**src/rtl/sfr_pkg.sv**
```systemverilog
package sfr_pkg;

    localparam int CNT_MAX = 32;
    localparam int CNT_W   = $clog2(CNT_MAX + 1);

    typedef logic [CNT_W-1:0] edge_cnt_t;

    // rising edge on which conversion completes for a given resolution
    function automatic int conv_edge(input int res);
        return (res == 12) ? 14 : res + 1;
    endfunction

endpackage

```
**src/rtl/sfr_edge_track.sv**
```systemverilog
module sfr_edge_track
    import sfr_pkg::*;
(
    input  logic      clk,
    input  logic      rst_n,
    input  logic      cs_n,
    input  logic      sclk,
    output logic      cs_fall,
    output logic      cs_rise,
    output logic      sclk_rise,
    output logic      sclk_fall,
    output edge_cnt_t rise_num,
    output edge_cnt_t fall_num,
    output edge_cnt_t fall_cnt
);

    typedef struct packed {
        logic      cs;
        logic      sclk;
        edge_cnt_t rises;
        edge_cnt_t falls;
    } trk_t;

    localparam edge_cnt_t SAT = edge_cnt_t'(CNT_MAX);

    trk_t q, d;

    always_comb begin
        cs_fall   = q.cs & ~cs_n;
        cs_rise   = ~q.cs & cs_n;
        sclk_rise = ~cs_n & ~q.cs & sclk & ~q.sclk;
        sclk_fall = ~cs_n & ~q.cs & ~sclk & q.sclk;
        rise_num  = (q.rises == SAT) ? SAT : q.rises + 1'b1;
        fall_num  = (q.falls == SAT) ? SAT : q.falls + 1'b1;
        fall_cnt  = q.falls;

        d      = q;
        d.cs   = cs_n;
        d.sclk = sclk;
        if (cs_fall) begin
            d.rises = '0;
            d.falls = '0;
        end else begin
            if (sclk_rise) d.rises = rise_num;
            if (sclk_fall) d.falls = fall_num;
        end
    end

    always_ff @(posedge clk) begin
        if (!rst_n) begin
            q.cs    <= 1'b1;
            q.sclk  <= 1'b0;
            q.rises <= '0;
            q.falls <= '0;
        end else begin
            q <= d;
        end
    end

    // counters never pass the saturation value
    a_r11_cnt_bound: assert property (@(posedge clk) disable iff (!rst_n)
        (q.rises <= SAT) && (q.falls <= SAT));

    // a chip-select falling edge restarts the falling-edge count
    a_r11_restart: assert property (@(posedge clk) disable iff (!rst_n)
        cs_fall |=> (fall_cnt == '0));

endmodule

```
**src/rtl/sfr_result_stub.sv**
```systemverilog
module sfr_result_stub #(
    parameter int RES = 12
) (
    input  logic           ch,
    input  logic [RES-2:0] idx,
    output logic [RES-1:0] word
);

    // stand-in for the converter core: channel in MSB, sample index below
    always_comb begin
        word = {ch, idx};
    end

endmodule

```
**src/rtl/sfr_frame_responder.sv**
```systemverilog
module sfr_frame_responder
    import sfr_pkg::*;
#(
    parameter int RES = 12
) (
    input  logic clk,
    input  logic rst_n,
    input  logic cs_n,
    input  logic sclk,
    input  logic ch_sel,
    input  logic pd_req,
    output logic sdo,
    output logic sdo_oe,
    output logic conv_done,
    output logic long_mode,
    output logic pd_latched
);

    localparam int IDX_W      = RES - 1;
    localparam int CONV_AT    = conv_edge(RES);
    localparam int RELOAD_AT  = 16;
    localparam int LONG_AT    = 30;

    localparam edge_cnt_t CONV_E   = edge_cnt_t'(CONV_AT);
    localparam edge_cnt_t RELOAD_E = edge_cnt_t'(RELOAD_AT);
    localparam edge_cnt_t LONG_E   = edge_cnt_t'(LONG_AT);

    typedef struct packed {
        logic [RES-1:0]   shift;
        logic             oe;
        logic [IDX_W-1:0] next_idx;
        logic [IDX_W-1:0] samp_idx;
        logic             samp_ch;
        logic             ch_next;
        logic [RES-1:0]   last;
        logic             zero_next;
        logic             long_fr;
        logic             pd;
        logic             done;
    } rsp_t;

    rsp_t q, d;

    logic      cs_fall, cs_rise, sclk_rise, sclk_fall;
    edge_cnt_t rise_num, fall_num, fall_cnt;
    logic [RES-1:0] core_word;

    sfr_edge_track u_trk (
        .clk       (clk),
        .rst_n     (rst_n),
        .cs_n      (cs_n),
        .sclk      (sclk),
        .cs_fall   (cs_fall),
        .cs_rise   (cs_rise),
        .sclk_rise (sclk_rise),
        .sclk_fall (sclk_fall),
        .rise_num  (rise_num),
        .fall_num  (fall_num),
        .fall_cnt  (fall_cnt)
    );

    sfr_result_stub #(.RES(RES)) u_core (
        .ch   (q.samp_ch),
        .idx  (q.samp_idx),
        .word (core_word)
    );

    always_comb begin
        d      = q;
        d.done = 1'b0;

        if (cs_fall) begin
            d.oe        = 1'b1;
            d.shift     = q.zero_next ? '0 : q.last;
            d.zero_next = 1'b0;
            d.samp_idx  = q.next_idx;
            d.samp_ch   = q.ch_next;
            d.next_idx  = q.next_idx + 1'b1;
        end

        if (cs_rise) begin
            d.oe = 1'b0;
            d.pd = pd_req;
            if (fall_cnt < LONG_E) d.long_fr = 1'b0;
        end

        if (sclk_rise && (rise_num == CONV_E)) begin
            d.done    = 1'b1;
            d.last    = core_word;
            d.ch_next = ch_sel;
        end

        if (sclk_fall) begin
            if (fall_num == RELOAD_E) begin
                d.shift = q.last;
            end else begin
                d.shift = {q.shift[RES-2:0], 1'b0};
            end
            if (fall_num == LONG_E) begin
                d.long_fr   = 1'b1;
                d.zero_next = 1'b1;
            end
        end
    end

    always_ff @(posedge clk) begin
        if (!rst_n) begin
            q <= '0;
        end else begin
            q <= d;
        end
    end

    assign sdo        = q.oe & q.shift[RES-1];
    assign sdo_oe     = q.oe;
    assign conv_done  = q.done;
    assign long_mode  = q.long_fr;
    assign pd_latched = q.pd;

    // chip select high forces the output enable off next cycle
    a_r1_idle_hiz: assert property (@(posedge clk) disable iff (!rst_n)
        cs_n |=> !sdo_oe);

    // data line quiet while not enabled
    a_r1_sdo_quiet: assert property (@(posedge clk) disable iff (!rst_n)
        !sdo_oe |-> !sdo);

    // conversion-end strobe lasts one cycle
    a_r4_done_single: assert property (@(posedge clk) disable iff (!rst_n)
        conv_done |=> !conv_done);

    // strobe only follows an edge seen with chip select low
    a_r4_done_cs_low: assert property (@(posedge clk) disable iff (!rst_n)
        conv_done |-> $past(!cs_n));

    // long-frame flag is only raised inside a frame
    a_r7_long_in_frame: assert property (@(posedge clk) disable iff (!rst_n)
        $rose(long_mode) |-> !cs_n);

    // head of a frame after a long frame is zero
    a_r8_zero_head: assert property (@(posedge clk) disable iff (!rst_n)
        (cs_fall && q.zero_next) |=> !sdo);

    // captured power-down request holds while chip select is low
    a_r10_pd_hold: assert property (@(posedge clk) disable iff (!rst_n)
        !cs_n |=> $stable(pd_latched));

endmodule

```
**config.mk**
```make
export PLATFORM = sky130hd
export DESIGN_NAME = sfr_frame_responder
export DESIGN_NICKNAME = d
export VERILOG_FILES = /design/src/rtl/sfr_pkg.sv /design/src/rtl/sfr_edge_track.sv /design/src/rtl/sfr_result_stub.sv /design/src/rtl/sfr_frame_responder.sv
export SDC_FILE = /design/constraint.sdc
export NUM_CORES = 1
export LEC_CHECK = 0
export BUFFER_PORTS_ARGS = -buffer_cell sky130_fd_sc_hd__buf_2
export CORE_ASPECT_RATIO = 0.7
export CORE_MARGIN = 8
export CORE_UTILIZATION = 60
export DETAILED_ROUTE_END_ITERATION = 7
export GPL_ROUTABILITY_DRIVEN = 0
export PLACE_DENSITY = 0.78
export SYNTH_ARGS = -nofsm -noshare
export SYNTH_HDL_FRONTEND = slang
export SYNTH_SLANG_ARGS = --single-unit
```
**constraint.sdc**
```tcl
create_clock -name clk -period 2.3 [get_ports clk]
set_clock_uncertainty 0.05 [all_clocks]
set_input_delay 0.46 -clock clk [delete_from_list [all_inputs] [get_ports clk]]
set_output_delay 0.46 -clock clk [all_outputs]
set_load 0.005 [all_outputs]
```
### After elaboration in Yosys (flattened, before gate mapping)

Cells that the tools add are included.

* word-level logic and storage cells: 53
* register bits after elaboration: 67

* $lt $le $gt $ge: 1
* muxes and demuxes: 12
* bitwise operators: 13
* eq/ne operators: 5
* add/subtract/negate cells: 3
* reduce and logical (&&, ||, !) cells: 4

Operators by type and width (count)
* 2-to-1 mux 12 bit: 3
* 2-to-1 mux 36 bit: 1
* adder 6 x 1 -> 6 bit, second input constant: 2
* equality test 6 x 5 -> 1 bit, second input constant: 2
* equality test 6 bit, second input constant: 2
* 2-to-1 mux 6 bit: 2
* adder 11 x 1 -> 11 bit, second input constant: 1
* bitwise AND 1 bit: 8
* equality test 6 x 4 -> 1 bit, second input constant: 1
* less-than comparator 6 x 5 -> 1 bit, second input constant: 1
* 2-to-1 mux 2 bit: 3
* inverter 1 bit: 5
* OR reduction 2 bit: 2
* 2-to-1 mux 1 bit: 3
* nonzero test 2 bit: 1
* logical AND 1 bit: 1

### Depth between registers and ports, before layout

Gate-level depths: netlist (run 1).

* depth in word-level cells: 6
* gate-level depth with buffers: 7
* mapped depth without buffers: 6

### Modules after synthesis

A second synthesis (run 1) with hierarchy kept.

* cells, all modules: 335
* area total of the unflattened synthesis: 3041.7 um^2

By module, submodules not included
* sfr_frame_responder: sequential area each 1061.0 um^2, area each 2093.3 um^2, cells an instance 214, times used 1
* sfr_edge_track: sequential area each 280.3 um^2, area each 858.3 um^2, cells an instance 109, times used 1
* sfr_result_stub: sequential area each 0.0 um^2, area each 90.1 um^2, cells an instance 12, times used 1

### Least setup slack after synthesis (run 1)

OpenSTA, ideal clock, no wires.

* kind: register to register
* start point: reg u_trk.q, in the netlist u_trk.fall_cnt[0]
* end point: reg q[43] (netlist bit)
* required time: 2.171 ns
* data arrival time: 1.822 ns
* slack: 0.349 ns
* stages on the path, launching flop included: 8
* cell sequence: dfxtp_1 ha_1 inv_1 or4_1 nand4_1 clkbuf_1 nand4_1 o211ai_1

* longest elaborated chain between the ends: 5
* elaborated cells between the ends (all ways): 6
* those cells by class: add/sub (1); eq/ne (2); mux (3)

RTL lines
* from (decl): RTL line sfr_edge_track.sv:26 `trk_t q, d;`
* adder 6 x 1 -> 6 bit or equality test 6 bit (tied branches): RTL line sfr_edge_track.sv:34 `fall_num = (q.falls == SAT) ? SAT : q.falls + 1'b1;`
* 2-to-1 mux 6 bit *: RTL line sfr_edge_track.sv:34
* equality test 6 x 5 -> 1 bit *: RTL line sfr_frame_responder.sv:94 `if (fall_num == RELOAD_E) begin`
* 2-to-1 mux 12 bit *: RTL line sfr_frame_responder.sv:94
* 2-to-1 mux 12 bit *: RTL line sfr_frame_responder.sv:93 `if (sclk_fall) begin`
* to (signal assigned): RTL line sfr_frame_responder.sv:108 `q <= '0;`
* to (signal assigned): RTL line sfr_frame_responder.sv:110 `q <= d;`
* to (decl): RTL line sfr_frame_responder.sv:42 `rsp_t q, d;`

Every way passes the cells marked *; elsewhere a longest branch is shown, timed or not.
A chain may end at the register's enable or synchronous reset.

### Worst setup path after layout (run 1)

* start point: reg u_trk.q, in the netlist u_trk.fall_cnt[0]
* end point: reg q[41] (netlist bit)

The elaborated chain is that of the path after synthesis.

==> flow_summary.yaml, run 1 <==
outcome:
  outcome: "completed"
synth:
  synth_area_um2: 3070
  ys_types: 46
  syn-mean-instance-area_um2: 8.94
  synthCells: 343
  ys_seq_area_share_pct: 43.7
  synthArstFlopShare_pct: 0
  synth_edf_count: 0
  yosys_warnings: 0
  ys_seq_elements: 67
  ys.flop_type: "dfxtp_1"
  synth_nets: 356
worst_setup_path:
  reg2reg_slack_ns: 0.19
  critPathTopFamily: "simple AND/OR/NAND/NOR gates"
  path_cells: "ha_1, inv_1, or4_1, nand4_1, buf_4, nand3_1, a21boi_0"
  critPathBufInv: 2
  critical_path_arrival_ns: 2.33
  cp_slowest_cell: "or4_1"
  end_kind: "flip-flop"
  critPathLaunchType: "flip-flop"
  slowest_delay_ns: 0.51
  worst-setup-path-type: "reg2reg"
  crit_required_ns: 2.52
  worst-path-max-fanout: 11
grt:
  grt_max_degree: 29
  groute.usage.overall_pct: 16.9
  first_global_vias: 2144
  grt_overflow_total: 0
  grt_pass1_wl_um: 9970
  antenna_found_initial: 0
clocking:
  cts_root_buf: "clkbuf_8"
  cts.sinks: 67
  post_cts_buffers: 0
  cts_resized: 0
  cts_buffers: 9
  cts_tree: "built"
  cts_buffer_depth: 2
  htreeDepth: 3
  path_clk_slew_ns: 0.07
  clk_latency_ns: 0.34
  cts_hold_buf: 0
power:
  switching_power_mw: 0.499
  power_frac_seq_pct: 47.0
  comb_power_share_pct: 3.6
  p_int_mw: 2.01
  p_per_area_nw_per_um2: 723
  ir_worst_vdd_mv: 0.450
  clkPwrFrac_pct: 49.4
  static-leakage-power_nw: 1.20
  switching_share_pct: 19.9
final_layout:
  antenna_cells: 0
  fillCellCount: 388
  final_cell_area_um2: 3470
  drive_above_1_share_pct: 12.5
  layout.nets: 368
  syn2layout_area_growth_pct: 13.1
detailed_routing:
  first_iter_violations: 128
  wl_per_cell_um: 14.1
  wl_met2_um: 2610
  drc: 0
  met3_length_um: 340
  vias: 2342
  routed_wirelength_um: 6060
  met1Wirelength_um: 3020
  vias_per_cell: 5.46
  dr.pass1.iters: 5
  ant_nets: 0
  routed.top_layer: "met4"
timing:
  max_freq_mhz: 475
  setup_violations: 0
  hold_viol: 0
  slew_headroom_pct: 70.0
  drv_slew: 0
  tns_ns: 0
  rsz0062_at_grt: "false"
  period_share_pct: 91.6
  post-route-min-period_ns: 2.11
  worstMarginPinSlew_ns: 0.449
die:
  die_w_um: 101
  coreArea_um2: 4860
  core.rowCount: 21
  die_area_um2: 7690
  start_util_pct: 63.1
  io_pins: 11
  fp.dieH_um: 75.8
placement:
  place_area_um2: 3210
  io_buffers: 10
  dp_hpwl_um: 4220
flow_run:
  maxCapViolations: 0
worst_hold_path:
  worstHoldPathType: "in2reg"
[synthesized netlist by cell type, types with 4 or more instances]
| library cell | count | area, µm² |
|---|---|---|
| a21boi_0 | 16 | 120 |
| a21oi_1 | 7 | 35.0 |
| and2_1 | 16 | 100 |
| and3_1 | 4 | 25.0 |
| buf_2 | 4 | 20.0 |
| clkbuf_1 | 14 | 52.6 |
| dfxtp_1 | 67 | 1340 |
| ha_1 | 7 | 87.6 |
| inv_1 | 6 | 22.5 |
| mux2i_1 | 14 | 140 |
| nand2_1 | 62 | 233 |
| nand3_1 | 10 | 50.1 |
| nand4_1 | 14 | 87.6 |
| nor2_1 | 19 | 71.3 |
| nor2b_1 | 19 | 119 |
| o211ai_1 | 11 | 82.6 |
| xnor2_1 | 11 | 96.3 |
| xor2_1 | 5 | 43.8 |
[state kept, by name (all words and copies together) (netlist names)]
register        count
u_trk.q             8
u_trk.fall_cnt      6
pd_latched          1
q                  49
conv_done           1
sdo_oe              1
long_mode           1
[path summary, 6_finish.rpt]
check	startpoint	to	cells past startpoint
hold / removal	pd_req	pd_latched$_SDFFE_PN0P_	3
setup reg to reg	u_trk.fall_cnt[0]$_SDFFE_PP0P_	q[41]$_SDFFE_PN0P_	7
hold reg to reg	q[18]$_SDFFE_PN0P_	q[18]$_SDFFE_PN0P_	2
setup / recovery	u_trk.fall_cnt[0]$_SDFFE_PP0P_	q[41]$_SDFFE_PN0P_	7
[kinds of logic after synthesis]
family                     share of synthesized area [%]
AOI/OAI and AO/OA                                   12.0
xor gates and xnor gates                            4.57
adders and majority gates                           2.85
buffers and inverters                               3.47
DFF                                                 43.7
muxes                                               4.93
and+or+nand+nor                                     28.5
[worst min-delay path, cell delays in order]
cell and delay (ns):
buf_2 0.08, mux2i_1 0.05, nor2b_1 0.09
[placed cells by master, fill, tap and decap left out, types with 2 or more instances in the layout]
master,n
xor2_1,5
mux2i_1,14
o211ai_1,11
inv_1,6
a21oi_1,7
ha_1,7
nor2b_1,19
nand4_1,14
bufinv_16,3
nor3b_1,2
and4_1,3
buf_4,9
nand2_1,62
nand3b_1,2
buf_2,10
nor3_1,3
nor4b_2,2
nand3_1,10
nand2b_1,3
nor2_1,19
dfxtp_1,67
and2_1,15
xnor2_1,11
and3_1,4
a21boi_0,16
clkbuf_8,12
[per-stage QoR]
stage	hold WS [ns]	util (%)	worst slack, ns	power [mW]	cells
2_1_floorplan	0.381	-	0.349	1.26	343
3_3_place_gp	0.404	66.0	0.215	1.29	413
3_5_place_dp	0.409	66.0	0.137	1.30	413
4_1_cts	0.305	71.4	0.119	2.53	429
5_1_grt	0.318	71.4	0.0792	2.60	429
6_report	0.318	71.4	0.194	2.51	429
[final cells by class]
class	instances	area, µm²	area share (%)
Clock buffer	12	165	4.76
Tap cell	69	86.3	2.49
Clock inverter	4	95.1	2.74
Timing Repair Buffer	20	138	3.97
Sequential cell	67	1340	38.7
Multi-Input combinational cell	251	1620	46.7
Inverter	6	22.5	0.649
[power by group through the flow]
stage	clock network [mW]	registers [mW]	logic [mW]
floorplan	0	1.20	0.0606
global placement	0	1.20	0.0898
detailed placement	0	1.21	0.0898
CTS	1.26	1.18	0.0911
global route	1.32	1.18	0.101
finish	1.24	1.18	0.0899
[routing by layer]
metal	track usage, %	up-vias
met5	0	-
met4	7.39	0
met3	6.30	8
met2	25.8	48
met1	21.1	1081
li1	-	1205
Power figures use the tool's default switching activity.
==> run 2, diff against run 1 <==
- REMOVE_ABC_BUFFERS: unset -> 1
==> run 2 against run 1 <==
- fmax rose by 2.5%
- die area did not move
- register-to-register slack improved by 0.05 ns
- clock power fell by 37%
- flip-flop and latch count did not move
- largest power group is now sequential cells
- critical path depth fell by 1
==> flow_summary.yaml, run 2 (synthesis gave the netlist of run 1 again) <==
outcome:
  outcome: "completed"
worst_hold_path:
  min_path_cells: 3
  worstHoldPathType: "in2reg"
clocking:
  cts_root_buf: "clkbuf_8"
  cts.sinks: 67
  htreeDepth: 3
  clk_latency_ns: 0.34
  cts_tree: "built"
  cts_buffers: 9
  cts_buffer_depth: 2
  cts_hold_buf: 0
  path_clk_slew_ns: 0.07
timing:
  rsz0062_at_grt: "false"
  tns_ns: 0
  drv_slew: 0
  max_freq_mhz: 487
  slew_headroom_pct: 68.1
  period_share_pct: 89.3
  worstMarginPinSlew_ns: 0.473
  hold_viol: 0
  setup_violations: 0
  post-route-min-period_ns: 2.05
power:
  static-leakage-power_nw: 1.14
  switching_share_pct: 23.0
  clkPwrFrac_pct: 38.1
  report.power.total_mw: 2.05
  ir_worst_vdd_mv: 0.397
  p_per_area_nw_per_um2: 613
  p_int_mw: 1.58
  comb_power_share_pct: 4.4
  switching_power_mw: 0.472
  power_frac_seq_pct: 57.5
grt:
  grt_max_degree: 42
  antenna_found_initial: 0
  groute.usage.overall_pct: 16.7
  grt_pass1_wl_um: 10100
  grt_overflow_total: 0
  first_global_vias: 2201
final_layout:
  drive_above_1_share_pct: 11.5
  layout.nets: 368
  largest_register_ffs: 49
  fillCellCount: 381
  syn2layout_area_growth_pct: 9.05
  largest-register: "q"
  antenna_cells: 0
  final_cell_mix: "dfxtp_1 (67), nand2_1 (62), nor2b_1 (19), nor2_1 (19), a21boi_0 (16)"
  instances_no_fill: 427
  final_common_cell: "dfxtp_1"
  utilization_pct: 68.8
detailed_routing:
  drc: 0
  ant_nets: 0
  wl_per_cell_um: 13.3
  dr.pass1.iters: 4
  vias_per_cell: 5.44
  first_iter_violations: 132
  vias: 2324
  routed_wirelength_um: 5690
worst_setup_path:
  critical_path_arrival_ns: 2.22
  end_kind: "flip-flop"
  r2r_cells: 6
  worst-setup-path-type: "reg2reg"
  crit_required_ns: 2.46
  critPathLaunchType: "flip-flop"
  worst-path-max-fanout: 10
placement:
  io_buffers: 10
  dp_hpwl_um: 3970
  numPlacedInstances: 413
die:
  fp.dieH_um: 75.8
  io_pins: 11
  coreArea_um2: 4860
  die_area_um2: 7690
  core.rowCount: 21
  start_util_pct: 63.1
  die_w_um: 101
flow_run:
  maxCapViolations: 0
run 2: worst max-delay path, stage by stage, from the launching register on:
cell and delay (ns):
dfxtp_1 0.47, ha_1 0.28, inv_1 0.10, or4_1 0.50, nand4_1 0.12, and2_2 0.27, o211ai_1 0.13
run 2: power by group through the flow:
stage / Clock [mW] / Combinational [mW] / Sequential [mW]
floorplan: 0 / 0.0481 / 1.20
global placement: 0 / 0.0886 / 1.21
detailed placement: 0 / 0.0906 / 1.21
CTS: 0.802 / 0.0910 / 1.18
global route: 0.854 / 0.101 / 1.18
finish: 0.782 / 0.0899 / 1.18
run 2: layer usage:
metal	track usage (%)	routed length, µm	part of all wire, %	up-vias
li1	-	-	-	1197
met1	22.2	2980	52	1073
met2	24.3	2370	42	48
met3	5.57	298	5.2	6
met4	7.06	48	0.84	0
met5	0	0	0	-
run 2: final timing paths:
check                            startpoint                  to  slack [ns]
max          u_trk.fall_cnt[0]$_SDFFE_PP0P_  q[52]$_SDFFE_PN0P_        0.25
min                                  ch_sel  q[16]$_SDFFE_PN0P_        0.33
max reg2reg  u_trk.fall_cnt[0]$_SDFFE_PP0P_  q[52]$_SDFFE_PN0P_        0.25
min reg2reg                 q[3]$_SDFF_PN0_     q[3]$_SDFF_PN0_        0.40
run 2: area by class of cell:
cell class | count | area, µm² | share of cell area, %
tap | 69 | 86.3 | 2.58
multi-input combinational | 251 | 1620 | 48.5
clock buffer | 11 | 131 | 3.93
timing repair buffer | 20 | 125 | 3.74
inverter | 6 | 22.5 | 0.673
clock inverter | 3 | 17.5 | 0.524
sequential | 67 | 1340 | 40.1
run 2: metrics by stage:
| stage | setup WS [ns] | instance area, µm² | hold slack [ns] |
|---|---|---|---|
| after floorplan | -0.00774 | 2980 | 0.381 |
| after global placement | 0.227 | 3200 | 0.395 |
| after detailed placement | 0.171 | 3200 | 0.395 |
| after CTS | 0.124 | 3340 | 0.316 |
| after global routing | 0.124 | 3350 | 0.325 |
| final | 0.246 | 3350 | 0.332 |
run 2: repair_timing:
item	CTS	global route
endpoints found under the hold margin	0	0
setup endpoints to repair	0	9
gates resized for setup	0	1
setup buffers	0	0
==> run 3, diff against run 2 <==
- PLACE_DENSITY: 0.78 -> 0.9
==> run 3 against run 2 <==
- global-route usage increased by 0.50 points
- highest routed layer unchanged
- combinational power hardly changed
- flip-flop and latch count is the same
- die area did not move
- sequential power is essentially flat
- power grew 18%
- largest power group unchanged
- clock-buffer cell count is 2 higher
- sequential share of layout area fell by 1.0 points
- cell count grew 0.47%
- critical endpoint is now q[42]$_SDFFE_PN0P_
- clock power is 46% higher
- worst setup slack worse by 0.056 ns
- routed wire length is 7.8% higher
==> flow_summary.yaml, run 3 (synthesis gave the netlist of run 1 again) <==
power:
  static-leakage-power_nw: 1.18
  comb_power_share_pct: 3.7
  power_frac_seq_pct: 48.9
  ir_worst_vdd_mv: 0.451
  p_per_area_nw_per_um2: 703
  p_int_mw: 1.91
  switching_power_mw: 0.509
  clkPwrFrac_pct: 47.4
  report.power.total_mw: 2.41
  switching_share_pct: 21.1
detailed_routing:
  ant_nets: 0
  first_iter_violations: 147
  wl_per_cell_um: 14.3
  vias: 2424
  drc: 0
  vias_per_cell: 5.65
  routed_wirelength_um: 6140
  dr.pass1.iters: 5
worst_setup_path:
  crit_required_ns: 2.49
  r2r_cells: 6
  reg2reg_slack_ns: 0.19
  critPathTopFamily: "simple AND/OR/NAND/NOR gates"
  cp.depth: 6
  r2r-start: "u_trk.fall_cnt[0]$_SDFFE_PP0P_"
  r2r-end: "q[42]$_SDFFE_PN0P_"
  worst-path-max-fanout: 9
  worst-setup-path-type: "reg2reg"
  critical_path_arrival_ns: 2.30
  crit_path_start: "u_trk.fall_cnt[0]$_SDFFE_PP0P_"
  endpoint: "q[42]$_SDFFE_PN0P_"
  critPathBufInv: 1
  slowest_delay_ns: 0.51
  end_kind: "flip-flop"
  path_cells: "ha_1, inv_1, or4_1, nand3_1, nand2_1, a221o_1"
  critPathLaunchType: "flip-flop"
  cp_slowest_cell: "dfxtp_1"
grt:
  first_global_vias: 2224
  groute.usage.overall_pct: 17.2
  grt_max_degree: 38
  antenna_found_initial: 0
  grt_overflow_total: 0
  grt_pass1_wl_um: 10200
timing:
  hold_viol: 0
  worstMarginPinSlew_ns: 0.423
  setup_violations: 0
  period_share_pct: 91.8
  drv_slew: 0
  slew_headroom_pct: 71.7
  max_freq_mhz: 474
  rsz0062_at_grt: "false"
  post-route-min-period_ns: 2.11
final_layout:
  largest_register_ffs: 49
  final_cell_area_um2: 3430
  drive_above_1_share_pct: 12.2
  largest-register: "q"
  antenna_cells: 0
  final_cell_mix: "dfxtp_1 (67), nand2_1 (62), nor2b_1 (19), nor2_1 (19), a21boi_0 (16)"
  layout.nets: 368
  syn2layout_area_growth_pct: 11.9
  final_common_cell: "dfxtp_1"
placement:
  place_area_um2: 3200
  io_buffers: 10
  dp_hpwl_um: 4350
worst_hold_path:
  worstHoldPathType: "in2reg"
clocking:
  cts.sinks: 67
  cts_root_buf: "clkbuf_8"
  path_clk_slew_ns: 0.07
  cts_tree: "built"
  htreeDepth: 3
  clk_latency_ns: 0.35
  cts_buffer_depth: 2
  cts_buffers: 9
die:
  fp.dieH_um: 75.8
  start_util_pct: 63.1
  die_area_um2: 7690
  core.rowCount: 21
  coreArea_um2: 4860
  die_w_um: 101
  io_pins: 11
flow_run:
  maxCapViolations: 0
outcome:
  outcome: "completed"
run 3: worst min-delay path by stage:
stage	startpoint	end	slack, ns	cells past startpoint
detailed placement	q[24]$_SDFFE_PN0P_	q[24]$_SDFFE_PN0P_	0.41	2
global route	pd_req	pd_latched$_SDFFE_PN0P_	0.33	3
finish	pd_req	pd_latched$_SDFFE_PN0P_	0.32	3
CTS	pd_req	pd_latched$_SDFFE_PN0P_	0.31	3
floorplan	q[3]$_SDFF_PN0_	q[3]$_SDFF_PN0_	0.38	2
global placement	q[3]$_SDFF_PN0_	q[3]$_SDFF_PN0_	0.39	2
run 3: through the flow:
| stage | worst slack (ns) | utilization (%) | std cells | hold slack (ns) | setup TNS [ns] |
|---|---|---|---|---|---|
| 3_3_place_gp | 0.242 | 65.7 | 413 | 0.394 | 0 |
| 6_report | 0.189 | 70.7 | 429 | 0.323 | 0 |
| 5_1_grt | 0.0797 | 70.7 | 429 | 0.326 | 0 |
| 3_5_place_dp | 0.117 | 65.7 | 413 | 0.407 | 0 |
| 2_1_floorplan | -0.00774 | - | 324 | 0.381 | -0.0774 |
| 4_1_cts | 0.103 | 70.6 | 429 | 0.314 | 0 |
run 3: cell type report:
| class | count | area [µm²] |
|---|---|---|
| clock buffer | 13 | 169 |
| clock inverter | 3 | 68.8 |
| fill | 369 | 1430 |
| inverter | 6 | 22.5 |
| multi-input combinational | 251 | 1620 |
| sequential | 67 | 1340 |
| tap | 69 | 86.3 |
| timing repair buffer | 20 | 125 |
run 3: timing repair:
action,4_1_cts,5_1_grt
setup buffers,0,0
hold endpoints to repair,0,0
hold buffers,0,0
resized for setup,0,1
endpoints found under the setup margin,0,10
run 3: power groups by stage:
stage               Clock, mW  Sequential [mW]  Combinational, mW
floorplan                   0             1.20             0.0481
global placement            0             1.21             0.0867
detailed placement          0             1.21             0.0900
CTS                      1.16             1.18             0.0904
global route             1.21             1.18             0.0997
finish                   1.14             1.18             0.0898
run 3: layer usage:
layer	wire length, µm	share of wire [%]	GRT usage [%]
met5	0	0	0
met4	114	1.9	9.85
met3	409	6.7	5.47
met2	2770	45	27.3
met1	2840	46	20.5
run 3: tightest hold or removal path, delay by kind of cell:
kind | cells | cell delay (ns)
mux | 1 | 0.05
buf+inv | 1 | 0.08
simple gates | 1 | 0.10
